==> config.mk <==
export PLATFORM = sky130hd
export DESIGN_NAME = basic_update_timer
export DESIGN_NICKNAME = d
export VERILOG_FILES = /design/src/rtl/tmr_pkg.sv /design/src/rtl/tmr_prescaler.sv /design/src/rtl/tmr_counter.sv /design/src/rtl/tmr_regs.sv /design/src/rtl/basic_update_timer.sv
export SDC_FILE = /design/constraint.sdc
export NUM_CORES = 1
export LEC_CHECK = 0
export BUFFER_PORTS_ARGS = -buffer_cell sky130_fd_sc_hd__buf_2
export CELL_PAD_IN_SITES_DETAIL_PLACEMENT = 1
export CELL_PAD_IN_SITES_GLOBAL_PLACEMENT = 1
export CORE_UTILIZATION = 49
export CTS_CLUSTER_DIAMETER = 30
export DETAILED_ROUTE_END_ITERATION = 10
export PLACE_DENSITY_LB_ADDON = 0.1
export SETUP_SLACK_MARGIN = 0.4
export SYNTH_ARGS = -nofsm -noshare
export SYNTH_HDL_FRONTEND = slang
export SYNTH_SLANG_ARGS = --single-unit
==> constraint.sdc <==
create_clock -name clk -period 4.4 [get_ports clk]
set_input_delay 0.44 -clock clk [delete_from_list [all_inputs] [get_ports clk]]
set_output_delay 0.44 -clock clk [all_outputs]
set_load 0.03 [all_outputs]
==> src/rtl/tmr_pkg.sv <==
package tmr_pkg;
    localparam int ADDR_W = 3;

    typedef enum logic [ADDR_W-1:0] {
        REG_CTRL   = 3'd0,
        REG_DIV    = 3'd1,
        REG_RELOAD = 3'd2,
        REG_FORCE  = 3'd3,
        REG_IEN    = 3'd4,
        REG_STAT   = 3'd5,
        REG_COUNT  = 3'd6
    } reg_sel_e;

    localparam int CTRL_RUN     = 0;
    localparam int CTRL_ONESHOT = 1;
    localparam int CTRL_WRAPONL = 2;
endpackage

==> src/rtl/tmr_prescaler.sv <==
module tmr_prescaler #(
    parameter int W = 16
) (
    input  logic         clk,
    input  logic         rst_n,
    input  logic         run,
    input  logic         force_upd,
    input  logic         upd,
    input  logic [W-1:0] div_pre,
    output logic         tick
);
    typedef struct packed {
        logic [W-1:0] div_sh;
        logic [W-1:0] cnt;
    } st_t;

    st_t st_q, st_d;

    assign tick = run && (st_q.cnt == st_q.div_sh);

    always_comb begin
        st_d = st_q;
        if (run) begin
            st_d.cnt = tick ? '0 : st_q.cnt + 1'b1;
        end
        if (force_upd) begin
            st_d.cnt = '0;
        end
        if (upd) begin
            st_d.div_sh = div_pre;
        end
    end

    always_ff @(posedge clk) begin
        if (!rst_n) st_q <= '0;
        else        st_q <= st_d;
    end

    // Working divide value changes only on an update
    assert_div_hold_R3: assert property (@(posedge clk) disable iff (!rst_n)
        !upd |=> $stable(st_q.div_sh));

    // Divider restarts after every tick
    assert_div_wrap_R2: assert property (@(posedge clk) disable iff (!rst_n)
        tick |=> (st_q.cnt == '0));
endmodule

==> src/rtl/tmr_counter.sv <==
module tmr_counter #(
    parameter int W = 16
) (
    input  logic         clk,
    input  logic         rst_n,
    input  logic         tick,
    input  logic         force_upd,
    input  logic         upd,
    input  logic [W-1:0] limit_pre,
    output logic [W-1:0] cnt,
    output logic         ovf
);
    typedef struct packed {
        logic [W-1:0] lim_sh;
        logic [W-1:0] cnt;
    } st_t;

    st_t st_q, st_d;

    assign cnt = st_q.cnt;
    assign ovf = tick && (st_q.cnt == st_q.lim_sh);

    always_comb begin
        st_d = st_q;
        if (tick) begin
            st_d.cnt = ovf ? '0 : st_q.cnt + 1'b1;
        end
        if (force_upd) begin
            st_d.cnt = '0;
        end
        if (upd) begin
            st_d.lim_sh = limit_pre;
        end
    end

    always_ff @(posedge clk) begin
        if (!rst_n) st_q <= '{lim_sh: '1, cnt: '0};
        else        st_q <= st_d;
    end

    // A forced update leaves the counter at zero
    assert_force_zero_R4: assert property (@(posedge clk) disable iff (!rst_n)
        force_upd |=> (st_q.cnt == '0));

    // Working limit changes only on an update
    assert_limit_hold_R3: assert property (@(posedge clk) disable iff (!rst_n)
        !upd |=> $stable(st_q.lim_sh));
endmodule

==> src/rtl/tmr_regs.sv <==
module tmr_regs
    import tmr_pkg::*;
#(
    parameter int W = 16
) (
    input  logic              clk,
    input  logic              rst_n,
    input  logic              wr_en,
    input  logic [ADDR_W-1:0] addr,
    input  logic [W-1:0]      wdata,
    input  logic              ovf,
    input  logic [W-1:0]      cnt,
    output logic              run,
    output logic              force_upd,
    output logic [W-1:0]      div_pre,
    output logic [W-1:0]      limit_pre,
    output logic              flag,
    output logic              ien,
    output logic [W-1:0]      rdata
);
    typedef struct packed {
        logic         run;
        logic         oneshot;
        logic         wraponly;
        logic         ien;
        logic         flag;
        logic [W-1:0] div;
        logic [W-1:0] lim;
    } st_t;

    st_t st_q, st_d;
    reg_sel_e sel;

    assign sel       = reg_sel_e'(addr);
    assign force_upd = wr_en && (sel == REG_FORCE) && wdata[0];
    assign run       = st_q.run;
    assign div_pre   = st_q.div;
    assign limit_pre = st_q.lim;
    assign flag      = st_q.flag;
    assign ien       = st_q.ien;

    always_comb begin
        st_d = st_q;
        if (wr_en) begin
            case (sel)
                REG_CTRL: begin
                    st_d.run      = wdata[CTRL_RUN];
                    st_d.oneshot  = wdata[CTRL_ONESHOT];
                    st_d.wraponly = wdata[CTRL_WRAPONL];
                end
                REG_DIV:    st_d.div = wdata;
                REG_RELOAD: st_d.lim = wdata;
                REG_IEN:    st_d.ien = wdata[0];
                REG_STAT:   if (!wdata[0]) st_d.flag = 1'b0;
                default:    ;
            endcase
        end
        if (ovf && st_q.oneshot) begin
            st_d.run = 1'b0;
        end
        if (ovf || (force_upd && !st_q.wraponly)) begin
            st_d.flag = 1'b1;
        end
    end

    always_comb begin
        rdata = '0;
        case (sel)
            REG_CTRL: begin
                rdata[CTRL_RUN]     = st_q.run;
                rdata[CTRL_ONESHOT] = st_q.oneshot;
                rdata[CTRL_WRAPONL] = st_q.wraponly;
            end
            REG_DIV:    rdata = st_q.div;
            REG_RELOAD: rdata = st_q.lim;
            REG_IEN:    rdata[0] = st_q.ien;
            REG_STAT:   rdata[0] = st_q.flag;
            REG_COUNT:  rdata = cnt;
            default:    rdata = '0;
        endcase
    end

    always_ff @(posedge clk) begin
        if (!rst_n) st_q <= '{lim: '1, default: '0};
        else        st_q <= st_d;
    end

    // Hardware set of the flag on a wrap wins over any clear
    assert_wrap_sets_flag_R9: assert property (@(posedge clk) disable iff (!rst_n)
        ovf |=> st_q.flag);

    // Single-shot wrap stops the timer
    assert_oneshot_stop_R7: assert property (@(posedge clk) disable iff (!rst_n)
        (ovf && st_q.oneshot) |=> !st_q.run);

    // Writing one to the flag bit keeps it
    assert_stat_w1_keep_R8: assert property (@(posedge clk) disable iff (!rst_n)
        (wr_en && sel == REG_STAT && wdata[0] && !ovf) |=> $stable(st_q.flag));

    // Forced update in wrap-only mode does not raise the flag
    assert_force_quiet_R5: assert property (@(posedge clk) disable iff (!rst_n)
        (force_upd && st_q.wraponly && !ovf && !st_q.flag) |=> !st_q.flag);
endmodule

==> src/rtl/basic_update_timer.sv <==
module basic_update_timer
    import tmr_pkg::*;
#(
    parameter int CNT_W = 16
) (
    input  logic              clk,
    input  logic              rst_n,
    input  logic              wr_en,
    input  logic [ADDR_W-1:0] addr,
    input  logic [CNT_W-1:0]  wdata,
    output logic [CNT_W-1:0]  rdata,
    output logic              upd_o,
    output logic              irq_o
);
    logic             run;
    logic             force_upd;
    logic             tick;
    logic             ovf;
    logic             flag;
    logic             ien;
    logic [CNT_W-1:0] div_pre;
    logic [CNT_W-1:0] limit_pre;
    logic [CNT_W-1:0] cnt;

    assign upd_o = ovf || force_upd;
    assign irq_o = flag && ien;

    tmr_regs #(.W(CNT_W)) u_regs (
        .clk       (clk),
        .rst_n     (rst_n),
        .wr_en     (wr_en),
        .addr      (addr),
        .wdata     (wdata),
        .ovf       (ovf),
        .cnt       (cnt),
        .run       (run),
        .force_upd (force_upd),
        .div_pre   (div_pre),
        .limit_pre (limit_pre),
        .flag      (flag),
        .ien       (ien),
        .rdata     (rdata)
    );

    tmr_prescaler #(.W(CNT_W)) u_presc (
        .clk       (clk),
        .rst_n     (rst_n),
        .run       (run),
        .force_upd (force_upd),
        .upd       (upd_o),
        .div_pre   (div_pre),
        .tick      (tick)
    );

    tmr_counter #(.W(CNT_W)) u_cnt (
        .clk       (clk),
        .rst_n     (rst_n),
        .tick      (tick),
        .force_upd (force_upd),
        .upd       (upd_o),
        .limit_pre (limit_pre),
        .cnt       (cnt),
        .ovf       (ovf)
    );
endmodule

==> qor.json, run 1 <==
{
  "power_and_ir_drop": {
    "switchingPower_mw": 0.443,
    "pwr-share-comb": 0.081,
    "report.power.total_mw": 1.62,
    "internal-power_mw": 1.18,
    "power_density_nw_per_um2": 306,
    "power_switching_share": 0.273,
    "worst_ir_drop_vdd_v": 0.000266,
    "power.leakage_nw": 1.98,
    "clock_power_share": 0.340,
    "seq_power_share": 0.580
  },
  "setup_path": {
    "max_stage_delay_ps": 560,
    "worstPathArrival_ps": 2780,
    "worstPathRequired_ps": 3960,
    "worstPathMaxFanout": 33,
    "slowest_stage": "and4_1",
    "end_kind": "primary output",
    "cp_cell_sequence": "xor2_1 > nor4_1 > and4_1 > nand3_1 > buf_4 > nand2_1 > buf_2",
    "critical_path_class": "flip-flop to primary output",
    "setup.worst_path.start_class": "flip-flop"
  },
  "placement": {
    "place.detailed.instances": 728,
    "dp_slack_ps": 1670,
    "dp_hpwl_um": 10300,
    "gp_congestion": 0.877,
    "numPortBuffers": 39
  },
  "synthesis": {
    "synth-seq-cells": 101,
    "syn_inst": 600,
    "synth.yosys.warnings": 0,
    "ys_types": 43,
    "asyncSetResetFlopFracSynth": 0,
    "post_synthesis_sequential_area_ratio": 0.407,
    "synth_top_area_frac": 0.407,
    "mappedNetlistNets": 624,
    "postSynth.topFlopCell": "dfxtp_1",
    "mean_cell_area_of_the_mapped_netlist_sq_um": 8.28,
    "syn-cell-area_sq_um": 4970,
    "netlist.top_cell.by_area": "dfxtp_1",
    "yosys-top-cells-area": "dfxtp_1, nand3_1, nand2_1",
    "post_synth_edffs": 0
  },
  "route": {
    "drt_first_pass_iters": 4,
    "ant_nets": 0,
    "vias": 4425,
    "remaining_drc_errors": 0,
    "wl_per_cell_um": 19.4,
    "total_wire_length_after_detailed_routing_um": 14500,
    "route.detailed.vias_per_inst": 5.95,
    "first_iter_violations": 200
  },
  "cells_and_area": {
    "area.growth.synth_to_final_pct": 6.90,
    "antenna-diode-count": 0,
    "fin_util": 0.541,
    "post_route_cells_drive_above_1_share": 0.121,
    "final_nets": 630,
    "final_instance_count_excl_fillers": 744
  },
  "timing": {
    "finalSetupTns_ps": 0,
    "finalSetupViolations": 0,
    "clock_skew_ps": 7.73,
    "period_needed_ps": 3220,
    "final.setup.worst_slack_ps": 1180,
    "pins_over_slew_limit": 0,
    "period_share": 0.732,
    "hold_violations": 0,
    "worst_slew_margin_rel": 0.237,
    "timing.fmax_ghz": 0.311,
    "tightestPinTransition_ps": 1140,
    "rsz0062_at_grt": "false"
  },
  "die": {
    "starting_density_of_the_core": 0.506,
    "fp.coreArea_sq_um": 9820,
    "die_area_sq_um": 10500,
    "io-pin-count": 40,
    "chipWidth_um": 103,
    "die_outline_height_um": 103,
    "std_cell_rows": 36
  },
  "clocking": {
    "cts-buffers-inserted": 9,
    "post-cts-setup-buffers": 0,
    "cts_htree_levels": 3,
    "clkSlewWorstSetupHoldPaths_ps": 100,
    "cts_hold_buffers": 0,
    "cts_root_buffer": "clkbuf_8",
    "cts_tree": "built",
    "post_cts_resized": 0,
    "clock_tree.buffer_depth": 2,
    "clock_insertion_delay_worst_skew_ps": 380,
    "cts.sink_count": 101
  },
  "global_routing": {
    "grt_pass1_wl_um": 22900,
    "grt-ovfl-total": 0,
    "grt_antenna_before_repair": 0,
    "grt_use_total": 0.294,
    "grt_pass1_vias": 4285,
    "grt_start_max_net_pins": 71
  },
  "flow_run": {
    "max_cap_violations": 0
  },
  "hold_path": {
    "min_path_type": "input pin to flip-flop"
  },
  "run_status": {
    "status": "finished, final reports clean"
  }
}
-- power groups by stage --
| stage | clock network, mW | registers [mW] | logic [mW] |
|---|---|---|---|
| after floorplan | 0 | 0.956 | 0.0910 |
| after global routing | 0.606 | 0.943 | 0.142 |
| after detailed placement | 0 | 0.962 | 0.130 |
| after CTS | 0.564 | 0.941 | 0.130 |
| final | 0.552 | 0.941 | 0.131 |
| after global placement | 0 | 0.962 | 0.127 |
-- sequential cells by signal, indices dropped and copies added, names as in the netlist --
name,count
u_cnt.cnt,16
u_cnt.st_q,16
u_presc.st_q,32
u_regs.div_pre,16
u_regs.flag,1
u_regs.ien,1
u_regs.limit_pre,16
u_regs.run,1
u_regs.st_q,2
-- logic make-up after synthesis --
logic type	Yosys count	synth area share
AOI/OAI and AO/OA	127	0.171
xor gates and xnor gates	46	0.0811
adders and majority gates	2	0.00504
buffers and inverters	50	0.0476
DFF	101	0.407
muxes	19	0.0408
and+or+nand+nor	255	0.248
-- synthesized netlist by cell type (all sizes together), types with 2 or more instances --
| library cell | instances |
|---|---|
| a21boi | 32 |
| a21oi | 8 |
| a31oi | 4 |
| and2 | 8 |
| and3 | 10 |
| and4 | 3 |
| buf | 21 |
| clkbuf | 28 |
| dfxtp | 101 |
| ha | 2 |
| mux2i | 18 |
| nand2 | 93 |
| nand2b | 7 |
| nand3 | 81 |
| nand3b | 5 |
| nand4 | 9 |
| nor2 | 23 |
| nor2b | 6 |
| nor3 | 4 |
| nor4 | 5 |
| o211ai | 15 |
| o21ai | 50 |
| o22ai | 2 |
| o31ai | 5 |
| o41ai | 8 |
| xnor2 | 16 |
| xor2 | 30 |
-- stage by stage --
stage / cell area, sq um / hold slack (ps)
finish: 5310 / 285
global route: 5310 / 293
CTS: 5310 / 270
detailed placement: 5130 / 482
global placement: 5130 / 465
floorplan: 4970 / 420
-- area by class of cell --
class                      count  area [sq um]
fill                        1245          4510
multi-input combinational    449          2710
sequential                   101          2020
timing repair buffer          44           233
tap                          133           166
clock buffer                  10           128
clock inverter                 6          46.3
inverter                       1          3.75
-- worst max-delay path: cells and delay by family, from the launching register on --
| family | cells | cell delay [ps] |
|---|---|---|
| buffers and inverters | 2 | 480 |
| XOR/XNOR | 1 | 120 |
| AND/OR/NAND/NOR | 4 | 1280 |
| flip-flops | 1 | 490 |
-- path summary, 6_finish.rpt --
check	startpoint	end	slack [ps]	cells after the start
hold / removal	wdata[12]	u_regs.limit_pre[12]	290	3
hold reg to reg	u_presc.st_q[30]	u_presc.st_q[30]	490	2
setup reg to reg	u_cnt.cnt[9]	u_presc.st_q[16]	1660	7
setup / recovery	u_cnt.cnt[9]	upd_o	1180	7
-- metal layers --
layer | vias to the layer above | track usage | wire length [um]
met1 | 2177 | 0.375 | 6460
met3 | 20 | 0.0712 | 793
li1 | 2115 | - | -
met4 | 0 | 0.102 | 270
met5 | - | 0 | 0
met2 | 113 | 0.484 | 6940
-- cells in the final DEF (no fill, tap or decap), drive strengths merged, types with 16 or more instances in the layout --
cell type	Yosys	layout
o21ai	50	50
nand2	93	93
xnor2	16	16
dfxtp	101	101
buf	21	44
nand3	81	81
a21boi	32	32
nor2	23	23
mux2i	18	18
xor2	30	30
Note: power is estimated with default switching activity, not from simulation.
==> run 2: changes to the inputs <==
--- a/config.mk
+++ b/config.mk
@@ -8,7 +8,7 @@
 export BUFFER_PORTS_ARGS = -buffer_cell sky130_fd_sc_hd__buf_2
 export CELL_PAD_IN_SITES_DETAIL_PLACEMENT = 1
 export CELL_PAD_IN_SITES_GLOBAL_PLACEMENT = 1
-export CORE_UTILIZATION = 49
+export CORE_UTILIZATION = 45
 export CTS_CLUSTER_DIAMETER = 30
 export DETAILED_ROUTE_END_ITERATION = 10
 export PLACE_DENSITY_LB_ADDON = 0.1
==> constraint.sdc (replaced) <==
create_clock -name clk -period 3 [get_ports clk]
set_input_delay 0.3 -clock clk [delete_from_list [all_inputs] [get_ports clk]]
set_output_delay 0.3 -clock clk [all_outputs]
set_load 0.03 [all_outputs]
==> qor.json, run 2 (synthesis results as in run 1) <==
{
  "run_status": {
    "status": "finished, final reports clean"
  },
  "timing": {
    "clock_skew_ps": 17.7,
    "rsz0062_at_grt": "false",
    "timing.fmax_ghz": 0.405,
    "worst_slew_margin_rel": 0.248,
    "pins_over_slew_limit": 0,
    "tightestPinTransition_ps": 1130,
    "period_share": 0.823,
    "hold_violations": 0,
    "finalSetupTns_ps": 0,
    "finalSetupViolations": 0,
    "period_needed_ps": 2470
  },
  "die": {
    "chipWidth_um": 107,
    "die_area_sq_um": 11500,
    "fp.coreArea_sq_um": 10500,
    "std_cell_rows": 37,
    "io-pin-count": 40,
    "die_outline_height_um": 107,
    "starting_density_of_the_core": 0.473
  },
  "route": {
    "wl_per_cell_um": 19.8,
    "first_iter_violations": 240,
    "remaining_drc_errors": 0,
    "total_wire_length_after_detailed_routing_um": 14900,
    "vias": 4491,
    "route.detailed.vias_per_inst": 5.95,
    "ant_nets": 0,
    "drt_first_pass_iters": 4
  },
  "clocking": {
    "cts.sink_count": 101,
    "clock_tree.buffer_depth": 2,
    "clock_insertion_delay_worst_skew_ps": 400,
    "cts-buffers-inserted": 9,
    "cts_tree": "built",
    "cts_hold_buffers": 0,
    "cts_htree_levels": 3,
    "clkSlewWorstSetupHoldPaths_ps": 110,
    "cts_root_buffer": "clkbuf_8"
  },
  "global_routing": {
    "grt_use_total": 0.280,
    "grt_pass1_wl_um": 24400,
    "grt-ovfl-total": 0,
    "grt_antenna_before_repair": 0,
    "grt_start_max_net_pins": 56,
    "grt_pass1_vias": 4562
  },
  "setup_path": {
    "worstPathArrival_ps": 2170,
    "max_stage_delay_ps": 310,
    "crit_path_start": "u_cnt.cnt[13]",
    "slowest_stage": "dfxtp_1",
    "end_kind": "primary output",
    "cell_depth_of_the_worst_flop_to_flop_path": 8,
    "cp_cell_sequence": "buf_4 > xor2_1 > nor4_2 > and4_1 > buf_6 > nand3_1 > nand2_1 > clkbuf_4",
    "worst_setup_path_endpoint": "upd_o",
    "worstPathRequired_ps": 2700,
    "worstPathMaxFanout": 11,
    "r2r_setup_slack_ps": 680,
    "crit-reg2reg-capture": "u_presc.st_q[19]",
    "launching_point_of_the_worst_reg2reg_path": "u_cnt.cnt[13]",
    "critical_path_class": "flip-flop to primary output",
    "setup.worst_path.start_class": "flip-flop"
  },
  "cells_and_area": {
    "final_nets": 638,
    "antenna-diode-count": 0,
    "layout_common_cells": "nand2_1, dfxtp_1, nand3_1, buf_2, o21ai_0",
    "mostFrequentLayoutCell": "nand2_1",
    "post_route_cells_drive_above_1_share": 0.155,
    "max_ffs_per_register": 32,
    "area.growth.synth_to_final_pct": 10.0,
    "fin_util": 0.520,
    "registers.top_by_ff_count": "u_presc.st_q",
    "final_area_sq_um": 5470
  },
  "placement": {
    "dp_hpwl_um": 10700,
    "numPortBuffers": 39,
    "place_area_sq_um": 5200,
    "gp_congestion": 0.833
  },
  "power_and_ir_drop": {
    "worst_ir_drop_vdd_v": 0.000321,
    "report.power.total_mw": 2.54,
    "seq_power_share": 0.544,
    "switchingPower_mw": 0.686,
    "clock_power_share": 0.378,
    "power_switching_share": 0.271,
    "internal-power_mw": 1.85,
    "pwr-share-comb": 0.078,
    "power.leakage_nw": 2.06,
    "power_density_nw_per_um2": 464
  },
  "flow_run": {
    "max_cap_violations": 0
  },
  "hold_path": {
    "min_path_type": "input pin to flip-flop"
  }
}
## run 2: cell types whose count changed in the layout (fill, tap and decap cells not counted), sizes merged
cell      delta
inv          +1
clkinv       -1
buf          +7
clkinvlp     -1
clkbuf       +1
bufinv       +1
## run 2: what timing repair did
item | CTS | global route
setup buffers | 0 | 1
endpoints found under the setup margin | 1 | 1
gates cloned | 0 | 0
pin swaps | 0 | 2
gates resized for setup | 2 | 15
## run 2: worst min path at each step
stage | cells after the start | startpoint | to
finish | 3 | wdata[11] | u_regs.limit_pre[11]
global route | 3 | wdata[4] | u_regs.limit_pre[4]
CTS | 3 | wdata[9] | u_regs.limit_pre[9]
detailed placement | 2 | u_regs.limit_pre[4] | u_regs.limit_pre[4]
global placement | 1 | u_regs.st_q[35] | u_regs.run
floorplan | 1 | u_regs.st_q[35] | u_regs.run
## run 2: cell type report
type                       count  area (sq um)
sequential                   101          2040
multi-input combinational    449          2730
tap                          136           170
inverter                       1          3.75
fill                        1280          5040
timing repair buffer          52           312
clock buffer                  10           138
clock inverter                 6          77.6
## run 2: metal layers
layer	GRT usage	vias to the layer above	routed length (um)
li1	-	2129	-
met1	0.374	2217	6880
met2	0.451	128	6980
met3	0.0638	17	839
met4	0.0793	0	233
met5	0	-	0
## run 2: through the flow
step	worst slack, ps	hold slack, ps	instances
floorplan	779	420	600
finish	531	118	755
global placement	674	469	738
detailed placement	548	479	738
global route	387	130	755
CTS	422	112	754
## run 2: worst max-delay path, delay by kind of cell (launching register included)
family	cells	cell delay (ps)
and+or+nand+nor	4	780
xor gates and xnor gates	1	160
buffers and inverters	3	520
DFF	1	310
## run 2: power by group through the flow
stage               sequential [mW]  clock (mW)  combinational, mW
finish                         1.38       0.959              0.197
global route                   1.38        1.02              0.215
CTS                            1.38       0.980              0.196
detailed placement             1.41           0              0.195
global placement               1.41           0              0.191
floorplan                      1.40           0              0.133
==> run 3: changes to the inputs <==
--- a/config.mk
+++ b/config.mk
@@ -5,10 +5,11 @@
 export SDC_FILE = /design/constraint.sdc
 export NUM_CORES = 1
 export LEC_CHECK = 0
+export ABC_AREA = 1
 export BUFFER_PORTS_ARGS = -buffer_cell sky130_fd_sc_hd__buf_2
 export CELL_PAD_IN_SITES_DETAIL_PLACEMENT = 1
 export CELL_PAD_IN_SITES_GLOBAL_PLACEMENT = 1
-export CORE_UTILIZATION = 45
+export CORE_UTILIZATION = 39
 export CTS_CLUSTER_DIAMETER = 30
 export DETAILED_ROUTE_END_ITERATION = 10
 export PLACE_DENSITY_LB_ADDON = 0.1
==> constraint.sdc (replaced) <==
create_clock -name clk -period 2.05 [get_ports clk]
set_input_delay 0.205 -clock clk [delete_from_list [all_inputs] [get_ports clk]]
set_output_delay 0.205 -clock clk [all_outputs]
set_load 0.03 [all_outputs]
==> qor.json, run 3 <==
{
  "timing": {
    "pins_over_slew_limit": 0,
    "period_needed_ps": 2040,
    "period_share": 0.997,
    "finalSetupViolations": 0,
    "final.setup.worst_slack_ps": 6.08,
    "rsz0062_at_grt": "true",
    "clock_skew_ps": 10.2,
    "tightestPinTransition_ps": 832,
    "timing.fmax_ghz": 0.489,
    "holdWs_ps": 70.6,
    "hold_violations": 0,
    "worst_slew_margin_rel": 0.444,
    "finalSetupTns_ps": 0
  },
  "synthesis": {
    "synth-seq-cells": 101,
    "ys_types": 39,
    "mappedNetlistNets": 852,
    "syn-cell-area_sq_um": 5470,
    "netlist.top_cell.by_area": "dfxtp_1",
    "syn_inst": 828,
    "ys_top_cells_by_count": "nand2_1, dfxtp_1, nor2_1",
    "mean_cell_area_of_the_mapped_netlist_sq_um": 6.60,
    "yosys-top-cells-area": "dfxtp_1, nand2_1, nand3_1",
    "post_synth_edffs": 0,
    "asyncSetResetFlopFracSynth": 0,
    "post_synthesis_sequential_area_ratio": 0.370,
    "synth.yosys.warnings": 0,
    "synth_top_area_frac": 0.370,
    "postSynth.topFlopCell": "dfxtp_1",
    "synth.most_common_cell": "nand2_1"
  },
  "die": {
    "chipWidth_um": 120,
    "std_cell_rows": 42,
    "io-pin-count": 40,
    "starting_density_of_the_core": 0.406,
    "fp.coreArea_sq_um": 13500,
    "die_area_sq_um": 14500,
    "die_outline_height_um": 120
  },
  "clocking": {
    "cts_hold_buffers": 0,
    "cts_htree_levels": 3,
    "clock_tree.buffer_depth": 2,
    "cts.sink_count": 101,
    "cts_tree": "built",
    "cts-buffers-inserted": 9,
    "clock_insertion_delay_worst_skew_ps": 370,
    "cts_root_buffer": "clkbuf_16",
    "clkSlewWorstSetupHoldPaths_ps": 80
  },
  "placement": {
    "dp_hpwl_um": 14100,
    "gp_congestion": 0.887,
    "dp_slack_ps": 51.6,
    "place_area_sq_um": 5980,
    "place.detailed.instances": 1043,
    "numPortBuffers": 39
  },
  "power_and_ir_drop": {
    "worst_ir_drop_vdd_v": 0.000434,
    "power.leakage_nw": 3.52,
    "report.power.total_mw": 4.59,
    "power_density_nw_per_um2": 608
  },
  "route": {
    "first_iter_violations": 327,
    "route.detailed.vias_per_inst": 5.41,
    "drt_first_pass_iters": 4,
    "ant_nets": 0,
    "vias": 6015,
    "remaining_drc_errors": 0,
    "total_wire_length_after_detailed_routing_um": 22400,
    "wl_per_cell_um": 20.1
  },
  "global_routing": {
    "grt_use_total": 0.282,
    "global_route.usage.met3": 0.0491,
    "grt_pass1_vias": 5867,
    "use_met1": 0.357,
    "top_usage_layer": "met2",
    "global_route.usage.met2": 0.489,
    "grt_start_max_net_pins": 68,
    "grt_pass1_wl_um": 30900,
    "grt_antenna_before_repair": 0,
    "grt-ovfl-total": 0
  },
  "setup_path": {
    "cp_cell_sequence": "inv_1 > nand2_1 > nand2_1 > nand3_2 > nor2_4 > nand2_2 > nor2_4 > nand2_4 > nand2_4 > buf_6",
    "max_stage_delay_ps": 320,
    "path_delay_family": "simple AND/OR/NAND/NOR gates",
    "cell_depth_of_the_worst_flop_to_flop_path": 14,
    "slowest_stage": "dfxtp_1",
    "cp_num_buf_inv": 2,
    "end_kind": "primary output",
    "r2r_setup_slack_ps": 50,
    "worstPathRequired_ps": 1850,
    "crit-reg2reg-capture": "u_cnt.cnt[10]",
    "worstPathArrival_ps": 1840,
    "setup.worst_path.start_class": "flip-flop",
    "critical_path_class": "flip-flop to primary output",
    "worstPathMaxFanout": 3,
    "launching_point_of_the_worst_reg2reg_path": "u_presc.st_q[14]"
  },
  "run_status": {
    "status": "finished, final reports clean"
  },
  "cells_and_area": {
    "n_fill_cell": 1723,
    "multi_input_comb_area_sq_um": 3450,
    "ff_latch_area_sq_um": 2120,
    "registers.top_by_ff_count": "u_presc.st_q",
    "final_nets": 955,
    "mostFrequentLayoutCell": "nand2_1",
    "layout_common_cells": "nand2_1, nand3_1, inv_1, buf_4, nor2_1",
    "final_area_sq_um": 7550,
    "area.growth.synth_to_final_pct": 38.1,
    "final_instance_count_excl_fillers": 1111,
    "antenna-diode-count": 0,
    "fin_util": 0.561,
    "max_ffs_per_register": 32,
    "post_route_cells_drive_above_1_share": 0.394
  },
  "hold_path": {
    "min_delay_worst_endpoint": "u_regs.limit_pre[4]",
    "hp_start": "wdata[4]",
    "hold-path-cell-count": 3,
    "min_path_type": "input pin to flip-flop"
  },
  "flow_run": {
    "max_cap_violations": 0
  }
}
-- run 3: worst max-delay path by stage --
stage	from	end	slack, ps	cells after the start
finish	u_presc.st_q[30]	upd_o	6	10
global route	u_presc.st_q[30]	upd_o	-110	10
CTS	u_cnt.cnt[10]	upd_o	70	11
detailed placement	u_cnt.cnt[0]	u_cnt.cnt[12]	50	8
global placement	u_cnt.cnt[0]	u_cnt.cnt[12]	90	8
floorplan	addr[2]	rdata[10]	400	5
-- run 3: worst register-to-register path, stage by stage (launching register included) --
cell     delay (ps)
dfxtp_2         390
inv_1            60
nand2_1          80
nand2_1         130
nand3_2         130
nor2_4           60
buf_6           110
buf_6           100
buf_6           110
nand3_4          90
nor2_4           60
nor2_4          200
buf_6           160
nand2_8         100
nor2_1          140
-- run 3: cell families (layout without fill, tap and decap cells) --
| logic type | Yosys count | in the layout | share of synthesized area |
|---|---|---|---|
| buf+inv | 136 | 243 | 0.102 |
| fa+ha+maj | 2 | 2 | 0.00458 |
| xor+xnor | 26 | 26 | 0.0417 |
| flops | 101 | 101 | 0.370 |
| compound gates | 79 | 79 | 0.0854 |
| simple gates | 484 | 484 | 0.396 |
-- run 3: layer usage --
layer | part of all wire | vias to the layer above
met5 | 0 | -
met4 | 0.027 | 0
met3 | 0.044 | 51
met2 | 0.50 | 167
met1 | 0.43 | 2966
li1 | - | 2831
-- run 3: power by group --
group | internal [mW] | leakage [nW] | total, mW | switching, mW
clock | 1.19 | 0.162 | 2.04 | 0.846
sequential | 1.98 | 0.843 | 2.03 | 0.0414
combinational | 0.186 | 2.51 | 0.525 | 0.339
total | 3.36 | 3.52 | 4.59 | 1.23
-- run 3: final cells by class --
| cell class | instances | area share |
|---|---|---|
| timing repair buffer | 122 | 0.134 |
| sequential | 101 | 0.281 |
| clock inverter | 6 | 0.0147 |
| inverter | 106 | 0.0544 |
| multi-input combinational | 591 | 0.457 |
| clock buffer | 9 | 0.0298 |
| tap | 176 | 0.0292 |
-- run 3: what timing repair did --
item	in CTS	in global routing
setup buffers	19	31
gates cloned	1	2
endpoints found under the setup margin	67	82
pin swaps	8	44
gates resized for setup	68	188
